## config.mk

```make
export PLATFORM = sky130hd
export DESIGN_NAME = uart_rx_rts
export DESIGN_NICKNAME = d
export VERILOG_FILES = /design/src/rtl/uart_rx_pkg.sv /design/src/rtl/rx_frame.sv /design/src/rtl/rx_fifo.sv /design/src/rtl/rx_flow.sv /design/src/rtl/uart_rx_rts.sv
export SDC_FILE = /design/constraint.sdc
export NUM_CORES = 1
export LEC_CHECK = 0
export BUFFER_PORTS_ARGS = -buffer_cell sky130_fd_sc_hd__buf_4
export CORE_ASPECT_RATIO = 1.2
export CORE_UTILIZATION = 55
export CTS_CLUSTER_DIAMETER = 150
export DETAILED_ROUTE_END_ITERATION = 10
export PLACE_DENSITY_LB_ADDON = 0.12
export SYNTH_ARGS = -nofsm -noshare
export SYNTH_HDL_FRONTEND = slang
export SYNTH_SLANG_ARGS = --single-unit
```

## constraint.sdc

```tcl
create_clock -name clk -period 3.1 [get_ports clk]
set_input_delay 0.465 -clock clk [delete_from_list [all_inputs] [get_ports clk]]
set_output_delay 0.465 -clock clk [all_outputs]
set_load 0.02 [all_outputs]
```

## src/rtl/uart_rx_pkg.sv

```systemverilog
`timescale 1ns/1ps
package uart_rx_pkg;

   localparam int DBITS = 8;

   typedef enum logic [2:0] {
      S_IDLE,
      S_START,
      S_DATA,
      S_PAR,
      S_STOP
   } rx_state_e;

   typedef struct packed {
      logic             perr;
      logic             ferr;
      logic [DBITS-1:0] data;
   } rx_word_t;

   // fill level at which the far end is asked to pause
   function automatic int unsigned rts_level(input logic [2:0] sel,
                                             input int unsigned depth);
      if (sel == 3'd0)      return 1;
      else if (sel == 3'd7) return depth - 1;
      else                  return 2 * int'(sel) + 2;
   endfunction

endpackage

```

## src/rtl/rx_frame.sv

```systemverilog
`timescale 1ns/1ps
module rx_frame
   import uart_rx_pkg::*;
#(
   parameter int OSR        = 16,
   parameter bit HAS_PARITY = 1'b1
) (
   input  logic     clk,
   input  logic     rst_n,
   input  logic     en,
   input  logic     tick,
   input  logic     rxd,
   input  logic     par_en,
   input  logic     par_odd,
   output logic     valid,
   output rx_word_t word
);

   localparam int CW = $clog2(OSR);
   localparam int BW = $clog2(DBITS);
   localparam logic [CW-1:0] MID  = CW'(OSR / 2 - 1);
   localparam logic [CW-1:0] LAST = CW'(OSR - 1);
   localparam logic [BW-1:0] TOPB = BW'(DBITS - 1);

   rx_state_e        state;
   logic [CW-1:0]    cnt;
   logic [BW-1:0]    bidx;
   logic [DBITS-1:0] shift;
   logic             perr_q;
   logic             par_use;

   generate
      if (HAS_PARITY) begin : g_par
         assign par_use = par_en;
      end else begin : g_nopar
         assign par_use = 1'b0;
      end
   endgenerate

   always_ff @(posedge clk or negedge rst_n) begin
      if (!rst_n) begin
         state  <= S_IDLE;
         cnt    <= '0;
         bidx   <= '0;
         shift  <= '0;
         perr_q <= 1'b0;
         valid  <= 1'b0;
         word   <= '0;
      end else begin
         valid <= 1'b0;
         if (!en) begin
            state <= S_IDLE;
            cnt   <= '0;
         end else if (tick) begin
            case (state)
               S_IDLE: begin
                  if (!rxd) begin
                     state <= S_START;
                     cnt   <= '0;
                  end
               end
               S_START: begin
                  if (cnt == MID) begin
                     cnt    <= '0;
                     bidx   <= '0;
                     perr_q <= 1'b0;
                     state  <= rxd ? S_IDLE : S_DATA;
                  end else begin
                     cnt <= cnt + 1'b1;
                  end
               end
               S_DATA: begin
                  if (cnt == LAST) begin
                     cnt   <= '0;
                     shift <= {rxd, shift[DBITS-1:1]};
                     bidx  <= bidx + 1'b1;
                     if (bidx == TOPB) state <= par_use ? S_PAR : S_STOP;
                  end else begin
                     cnt <= cnt + 1'b1;
                  end
               end
               S_PAR: begin
                  if (cnt == LAST) begin
                     cnt    <= '0;
                     perr_q <= rxd ^ (^shift) ^ par_odd;
                     state  <= S_STOP;
                  end else begin
                     cnt <= cnt + 1'b1;
                  end
               end
               S_STOP: begin
                  if (cnt == LAST) begin
                     cnt   <= '0;
                     word  <= '{perr: perr_q, ferr: ~rxd, data: shift};
                     valid <= 1'b1;
                     state <= S_IDLE;
                  end else begin
                     cnt <= cnt + 1'b1;
                  end
               end
               default: state <= S_IDLE;
            endcase
         end
      end
   end

endmodule

```

## src/rtl/rx_fifo.sv

```systemverilog
`timescale 1ns/1ps
module rx_fifo #(
   parameter int DEPTH = 16,
   parameter int W     = 10
) (
   input  logic                       clk,
   input  logic                       rst_n,
   input  logic                       push,
   input  logic [W-1:0]               wdata,
   input  logic                       pop,
   output logic [W-1:0]               rdata,
   output logic [$clog2(DEPTH):0]     count,
   output logic                       full
);

   localparam int AW = $clog2(DEPTH);

   logic [W-1:0]  mem [DEPTH];
   logic [AW-1:0] wr_ptr, rd_ptr;
   logic          do_push, do_pop;

   assign full    = (count == (AW+1)'(DEPTH));
   assign do_push = push && !full;
   assign do_pop  = pop && (count != '0);
   assign rdata   = mem[rd_ptr];

   always_ff @(posedge clk) begin
      if (do_push) mem[wr_ptr] <= wdata;
   end

   always_ff @(posedge clk or negedge rst_n) begin
      if (!rst_n) begin
         wr_ptr <= '0;
         rd_ptr <= '0;
         count  <= '0;
      end else begin
         if (do_push) wr_ptr <= wr_ptr + 1'b1;
         if (do_pop)  rd_ptr <= rd_ptr + 1'b1;
         case ({do_push, do_pop})
            2'b10:   count <= count + 1'b1;
            2'b01:   count <= count - 1'b1;
            default: count <= count;
         endcase
      end
   end

endmodule

```

## src/rtl/rx_flow.sv

```systemverilog
`timescale 1ns/1ps
module rx_flow
   import uart_rx_pkg::*;
#(
   parameter int DEPTH = 16
) (
   input  logic                   clk,
   input  logic                   rst_n,
   input  logic                   en,
   input  logic [2:0]             sel,
   input  logic [$clog2(DEPTH):0] count,
   input  logic                   stored,
   input  logic                   dropped,
   input  logic                   ferr_in,
   input  logic                   perr_in,
   input  logic                   clr,
   output logic                   rts_n,
   output logic                   rdf,
   output logic                   ovr,
   output logic                   err_any
);

   localparam int CNTW = $clog2(DEPTH) + 1;

   logic [CNTW-1:0] level;
   logic            ferr_stk, perr_stk;

   assign level   = CNTW'(rts_level(sel, DEPTH));
   assign rts_n   = !en || (count >= level);
   assign err_any = ferr_stk | perr_stk | ovr;

   always_ff @(posedge clk or negedge rst_n) begin
      if (!rst_n) begin
         rdf      <= 1'b0;
         ovr      <= 1'b0;
         ferr_stk <= 1'b0;
         perr_stk <= 1'b0;
      end else begin
         rdf      <= stored | (rdf & ~clr);
         ovr      <= dropped | (ovr & ~clr);
         ferr_stk <= (stored & ferr_in) | (ferr_stk & ~clr);
         perr_stk <= (stored & perr_in) | (perr_stk & ~clr);
      end
   end

endmodule

```

## src/rtl/uart_rx_rts.sv

```systemverilog
`timescale 1ns/1ps
module uart_rx_rts
   import uart_rx_pkg::*;
#(
   parameter int DEPTH      = 16,
   parameter int OSR        = 16,
   parameter bit HAS_PARITY = 1'b1
) (
   input  logic                   clk,
   input  logic                   rst_n,
   input  logic                   os_tick,
   input  logic                   rxd,
   input  logic                   rx_en,
   input  logic                   par_en,
   input  logic                   par_odd,
   input  logic [2:0]             rts_sel,
   input  logic                   rd_stb,
   input  logic                   clr_stb,
   output logic [7:0]             rd_data,
   output logic                   rd_ferr,
   output logic                   rd_perr,
   output logic [$clog2(DEPTH):0] fill,
   output logic                   rts_n,
   output logic                   rdf,
   output logic                   rxi_irq,
   output logic                   eri_irq,
   output logic                   ovr
);

   localparam int WW = $bits(rx_word_t);

   generate
      if (DEPTH < 16 || (DEPTH & (DEPTH - 1)) != 0) begin : g_bad_depth
         $error("DEPTH must be a power of two of at least 16");
      end
      if (OSR < 4 || (OSR & (OSR - 1)) != 0) begin : g_bad_osr
         $error("OSR must be a power of two of at least 4");
      end
   endgenerate

   logic [1:0] rxd_sy;
   logic       frm_valid;
   rx_word_t   frm_word;
   rx_word_t   head;
   logic       ff_full;
   logic       err_any;

   always_ff @(posedge clk or negedge rst_n) begin
      if (!rst_n) rxd_sy <= 2'b11;
      else        rxd_sy <= {rxd_sy[0], rxd};
   end

   rx_frame #(.OSR(OSR), .HAS_PARITY(HAS_PARITY)) u_frm (
      .clk     (clk),
      .rst_n   (rst_n),
      .en      (rx_en),
      .tick    (os_tick),
      .rxd     (rxd_sy[1]),
      .par_en  (par_en),
      .par_odd (par_odd),
      .valid   (frm_valid),
      .word    (frm_word)
   );

   rx_fifo #(.DEPTH(DEPTH), .W(WW)) u_fifo (
      .clk   (clk),
      .rst_n (rst_n),
      .push  (frm_valid),
      .wdata (frm_word),
      .pop   (rd_stb),
      .rdata (head),
      .count (fill),
      .full  (ff_full)
   );

   rx_flow #(.DEPTH(DEPTH)) u_flow (
      .clk     (clk),
      .rst_n   (rst_n),
      .en      (rx_en),
      .sel     (rts_sel),
      .count   (fill),
      .stored  (frm_valid & ~ff_full),
      .dropped (frm_valid & ff_full),
      .ferr_in (frm_word.ferr),
      .perr_in (frm_word.perr),
      .clr     (clr_stb),
      .rts_n   (rts_n),
      .rdf     (rdf),
      .ovr     (ovr),
      .err_any (err_any)
   );

   assign rd_data = head.data;
   assign rd_ferr = head.ferr;
   assign rd_perr = head.perr;
   assign rxi_irq = rdf;
   assign eri_irq = err_any;

endmodule

```

Yosys cells after proc, flatten, opt, wreduce, memory -nomap -nowiden:

Memory sizes are Yosys's and may differ from the RTL's.
Cells that the tools add are included.

* memories: 1
* bits in writable memories: 160
* register bits: 49
* word-level logic and storage cells: 118

* order comparisons: 1
* reductions and logical operators: 19
* bitwise operators: 19
* mux-type cells: 32
* equality and inequality tests: 22
* $add $sub $neg: 7

Memories
* u_fifo.mem: depth 16, bits a word 10, read ports 1, clocked after memory_dff 0, write ports 1, RTL line rx_fifo.sv:18 `logic [W-1:0] mem [DEPTH];`

Operators by type and width (count)
* $mux W3: 11
* $mux W4: 5
* $ne A3 B2 Y1 const B: 5
* $pmux W3 S5: 1
* $add A4 B1 Y4 const B: 3
* $pmux W4 S3: 1
* $mux W5: 2
* $pmux W5 S2: 1
* $reduce_and A5 Y1: 2
* $eq A3 B3 Y1 const B: 3
* $and A1 B1 Y1: 8
* $mux W1: 8
* $reduce_and A4 Y1: 2
* $reduce_xor A8 Y1: 1
* $reduce_and A7 Y1: 1
* $eq A3 B2 Y1 const B: 2
* $logic_not A3 Y1: 2
* $ne A2 B1 Y1 const B: 3
* $or A1 B1 Y1: 6
* $pmux W3 S2: 1
* $reduce_bool A2 Y1: 3
* $add A4 B2 Y5 const B: 1
* $add A5 B1 Y5 const B: 1
* $eq A5 B5 Y1 const B: 1
* 21 further kinds: 26

Depth between registers and ports, before layout:

* depth in word-level cells: 6
* depth in mapped cells: 12
* mapped depth without buffers: 11

Cells and area by module:

Synthesis repeated with hierarchy kept, for this count alone.

* cells, all modules: 546
* area total of the unflattened synthesis: 8893.5 µm²

Modules (own cells, without submodules)
* rx_fifo: area an instance 6937.9 µm², cells each 373, instances 1
* rx_frame: area an instance 1545.2 µm², cells each 132, instances 1
* rx_flow: area an instance 334.1 µm², cells each 36, instances 1
* uart_rx_rts: area an instance 76.3 µm², cells each 5, instances 1

Worst setup path after synthesis:

OpenSTA, ideal clock, no wires.

* path type: reg2reg
* from: register u_fifo.count[0]
* to: register u_fifo.count[4]
* library setup time: 0.080 ns
* arrival: 2.667 ns
* data required time: 3.020 ns
* stages on the path, launching flop included: 13
* setup slack: 0.353 ns
* cells stage by stage: dfrtp_1 or3_1 o21a_1 buf_2 inv_1 ha_1 inv_1 fa_1 nor2b_1 o21ai_0 and3_1 nor3_1 xor2_1

* cells in the longest elaborated chain, start to end: 5
* elaborated cells on any way between the ends: 11
* those cells by class: add/sub: 2; eq/ne: 3; mux: 1; reduce/logical: 5

Ends and longest elaborated chain
* start, declared: RTL line rx_fifo.sv:12 `output logic [$clog2(DEPTH):0] count,`
* start signal, assigned: RTL line rx_fifo.sv:40 `2'b10: count <= count + 1'b1;`
* start signal, assigned: RTL line rx_fifo.sv:41 `2'b01: count <= count - 1'b1;`
* start signal, assigned: RTL line rx_fifo.sv:42 `default: count <= count;`
* $eq A5 B5 Y1: RTL line rx_fifo.sv:22 `assign full = (count == (AW+1)'(DEPTH));`
* $logic_not A1 Y1: RTL line rx_fifo.sv:23 `assign do_push = push && !full;`
* $logic_and A1 B1 Y1: RTL line rx_fifo.sv:23
* $eq A2 B1 Y1 / $eq A2 B2 Y1 (equally long branches): RTL line rx_fifo.sv:39 `case ({do_push, do_pop})`
* $pmux W5 S2 / $reduce_bool A2 Y1 (equally long branches)

Several ways; a longest one is shown, not always the timed one.
A chain may end at the register's enable or synchronous reset.

Worst setup path in the final report:

* from: register u_fifo.rd_ptr[0]
* to: output rd_data[7]

* cells in the longest elaborated chain, start to end: 1

Ends and longest elaborated chain
* start, declared: RTL line rx_fifo.sv:19 `logic [AW-1:0] wr_ptr, rd_ptr;`
* start signal, assigned: RTL line rx_fifo.sv:38 `if (do_pop) rd_ptr <= rd_ptr + 1'b1;`
* $mem_v2 Z16 W10
* end, declared: RTL line uart_rx_rts.sv:19 `output logic [7:0] rd_data,`

No other way between the ends.

==> impl_metrics.json <==
{
  "power_frac_seq_pct": 46.4,
  "clock.fmax_ghz": 0.335,
  "die-area_um2": 16300,
  "max_slew_margin_pct": 47.0,
  "grtUsageTotal_pct": 21.7,
  "grt_max_degree": 50,
  "layout_commonest_cell": "edfxtp_1",
  "max_stage_delay_ns": 0.57,
  "fin_skew_ns": 0.00698,
  "cts_buffers": 20,
  "m1WireLength_mm": 6.76,
  "coreArea_um2": 15200,
  "p_sw_mw": 1.78,
  "pwr-share-clk_pct": 35.0,
  "final_cell_mix": "edfxtp_1 (160), mux4_2 (50), dfrtp_1 (46)",
  "drtPass1Iterations": 4,
  "clock_latency_ns": 0.48,
  "cts_root_buffer": "clkbuf_16",
  "design_area_um2": 9810,
  "synth_warnings": 0,
  "cts_sinks": 209,
  "p_sw_share_pct": 25.6,
  "final_nets": 551,
  "grt_pass1_wl_mm": 26.0,
  "worst-endpoint-arrival_ns": 2.52,
  "setup_tns_ns": 0,
  "die_w_um": 117,
  "finalMaxSlewViolations": 0,
  "cp_top_family": "multiplexers",
  "via_count": 4305,
  "drc": 0,
  "dpl.cell_count": 701,
  "syn_to_final_growth_pct": 13.0,
  "dr_wl_met2_mm": 8.15,
  "rsz0062_at_grt": "no",
  "ant_nets": 0,
  "clock_path_buffers": 3,
  "rows": 49,
  "cp-start-kind": "flop",
  "ys_types": 44,
  "via_per_inst": 5.84,
  "hpwl_mm": 10.3,
  "syn-cell-area_um2": 8680,
  "path_common_cell": "mux4_2",
  "place.gp.congestion": 0.777,
  "p_leak_nw": 3.29,
  "cts_tree": "done",
  "layout_worst_path_cycle_share_pct": 96.2,
  "synthCells": 480,
  "final.min_clock_period_ns": 2.98,
  "finalSetupViolCount": 0,
  "power_mw": 6.95,
  "critPathKind": "flop to output pin",
  "max-vdd-ir-drop_uv": 498,
  "top_layer": "met4",
  "antenna_cells": 0,
  "critical_path_buf_inv_count": 2,
  "p_comb_share_pct": 18.6,
  "wl_mm": 16.2,
  "crit_chain": "buf_12, mux4_2, mux4_2, buf_4",
  "crit_path_top_delay_cell": "mux4_2",
  "maxCapViolations": 0,
  "post_route_cells_drive_above_1_share_pct": 26.5,
  "htreeDepth": 1,
  "post_cts_buffers": 0,
  "start_util_pct": 57.1,
  "timing.hold.ws_ns": -0.0209,
  "violations": "negative hold slack",
  "powerDensity_nw_per_um2": 709,
  "drt_iter0_markers": 321,
  "cp_max_fo": 40,
  "antenna_found_initial": 0,
  "reg2reg_depth": 11,
  "wl_per_cell_um": 22.0,
  "seq_area_frac_synth_pct": 69.5,
  "crit_required_ns": 2.63,
  "fp.dieH_um": 140,
  "final-instance-count-excl-fill": 737,
  "overflow": 0,
  "hold_path_class": "input port to asynchronous set/reset pin",
  "grt_pass1_vias": 4605,
  "wl_met3_um": 854,
  "nFillCells": 1087,
  "cp_num_cells": 4,
  "io_pins": 32,
  "clk_pin_slew_ns": 0.06,
  "port_buffers": 31,
  "outcome": "finished, violations left",
  "postCtsHoldBufs": 0,
  "hold_viol": 7,
  "worst_slew_pin_slew_ns": 0.795,
  "dpl-instance-area_um2": 9140,
  "endpoint_kind": "output pin",
  "synth.net_count": 512,
  "p_int_mw": 5.17,
  "ys_ff_latch": 209,
  "avgSynthCellArea_um2": 18.1,
  "cts.repair.resized": 0
}
## cell type report
cell class | count | area, um2 | share of cell area [%]
Sequential cell | 209 | 6030 | 61.5
Multi-Input combinational cell | 230 | 2470 | 25.2
Clock buffer | 27 | 568 | 5.79
Timing Repair Buffer | 39 | 318 | 3.24
Tap cell | 204 | 255 | 2.60
Clock inverter | 9 | 93.8 | 0.957
Inverter | 19 | 71.3 | 0.727
## metrics by stage
stage	setup WS, ns	utilization [%]
6_report	0.117	64.5
5_1_grt	0.0259	64.5
4_1_cts	0.0906	64.5
3_5_place_dp	0.160	60.1
3_3_place_gp	0.293	60.1
2_1_floorplan	0.353	-
## logic make-up (layout without fill, tap and decap cells)
kind of cell	after synthesis	in the layout	synth area share [%]
xor+xnor	20	20	2.02
flops	209	209	69.5
buf+inv	41	94	2.12
fa+ha+maj	20	20	2.97
simple gates	78	78	4.63
compound gates	40	40	3.00
mux	72	72	15.8
## power groups by stage
| stage | Clock, mW | Sequential (mW) | Combinational, mW |
|---|---|---|---|
| 3_5_place_dp | 0 | 3.28 | 1.32 |
| 3_3_place_gp | 0 | 3.28 | 1.31 |
| 5_1_grt | 2.57 | 3.24 | 1.42 |
| 6_report | 2.43 | 3.22 | 1.30 |
| 2_1_floorplan | 0 | 3.21 | 1.01 |
| 4_1_cts | 2.47 | 3.23 | 1.33 |
## synth_stat cells
cell,number,area (um2)
nor3b_1,1,7.51
buf_1,1,3.75
clkbuf_1,12,45.0
xnor2_1,14,123
and3_1,7,43.8
o211ai_1,2,15.0
a21o_1,4,30.0
inv_1,19,71.3
buf_4,5,37.5
buf_2,3,15.0
and2_1,14,87.6
a211o_1,1,8.76
o31ai_1,2,15.0
fa_1,1,20.0
nor3_1,4,20.0
dfstp_2,2,52.6
o22ai_1,5,31.3
edfxtp_1,160,4800
o21a_1,2,15.0
or4b_1,1,10.0
a311oi_1,1,8.76
nand4b_1,1,8.76
a22o_1,2,17.5
mux2_2,18,203
buf_6,1,11.3
a31oi_1,2,12.5
nand3b_1,2,15.0
dfrtp_1,47,1180
mux2i_1,4,40.0
or3_1,1,6.26
o31a_1,1,8.76
nor2_1,9,33.8
nand2_1,24,90.1
o21ai_0,10,50.1
mux4_2,50,1130
ha_1,19,238
nand3_1,7,35.0
nor2b_1,2,12.5
a32oi_1,1,8.76
a21oi_1,6,30.0
xor2_1,6,52.6
nand4_1,2,12.5
nand2b_1,3,18.8
o32ai_1,1,8.76
## flip-flops by register name, summed over array words and instances, names as in the netlist
signal,cells
u_frm.bidx,3
u_flow.perr_stk,1
u_fifo.rd_ptr,4
u_flow.rdf,1
rxd_sy,2
u_fifo.wr_ptr,4
u_frm.perr_q,1
u_frm.state,3
u_frm.cnt,4
u_frm.valid,1
u_fifo.mem,160
u_frm.word,10
u_frm.shift,8
u_flow.ovr,1
u_fifo.count,5
u_flow.ferr_stk,1
## layer usage
layer	global-route usage, %	vias to the layer above
met3	3.09	32
met1	30.2	2216
met2	35.3	111
met5	0	-
met4	7.40	0
li1	-	1946
## path summary, 6_finish.rpt
| path | start | end | slack [ns] |
|---|---|---|---|
| setup / recovery | u_fifo.rd_ptr[0]$_DFFE_PN0P_ | rd_data[7] | 0.12 |
| hold / removal | rst_n | u_fifo.count[0]$_DFFE_PN0P_ | -0.02 |
| setup reg to reg | u_fifo.count[0]$_DFFE_PN0P_ | u_fifo.count[4]$_DFFE_PN0P_ | 0.26 |
| hold reg to reg | rxd_sy[0]$_DFF_PN1_ | rxd_sy[1]$_DFF_PN1_ | 0.36 |
| max in group asynchronous | rst_n | u_fifo.rd_ptr[0]$_DFFE_PN0P_ | 2.66 |
| min in group clk | rxd | rxd_sy[0]$_DFF_PN1_ | 0.08 |
(Power assumes the default switching activity.)
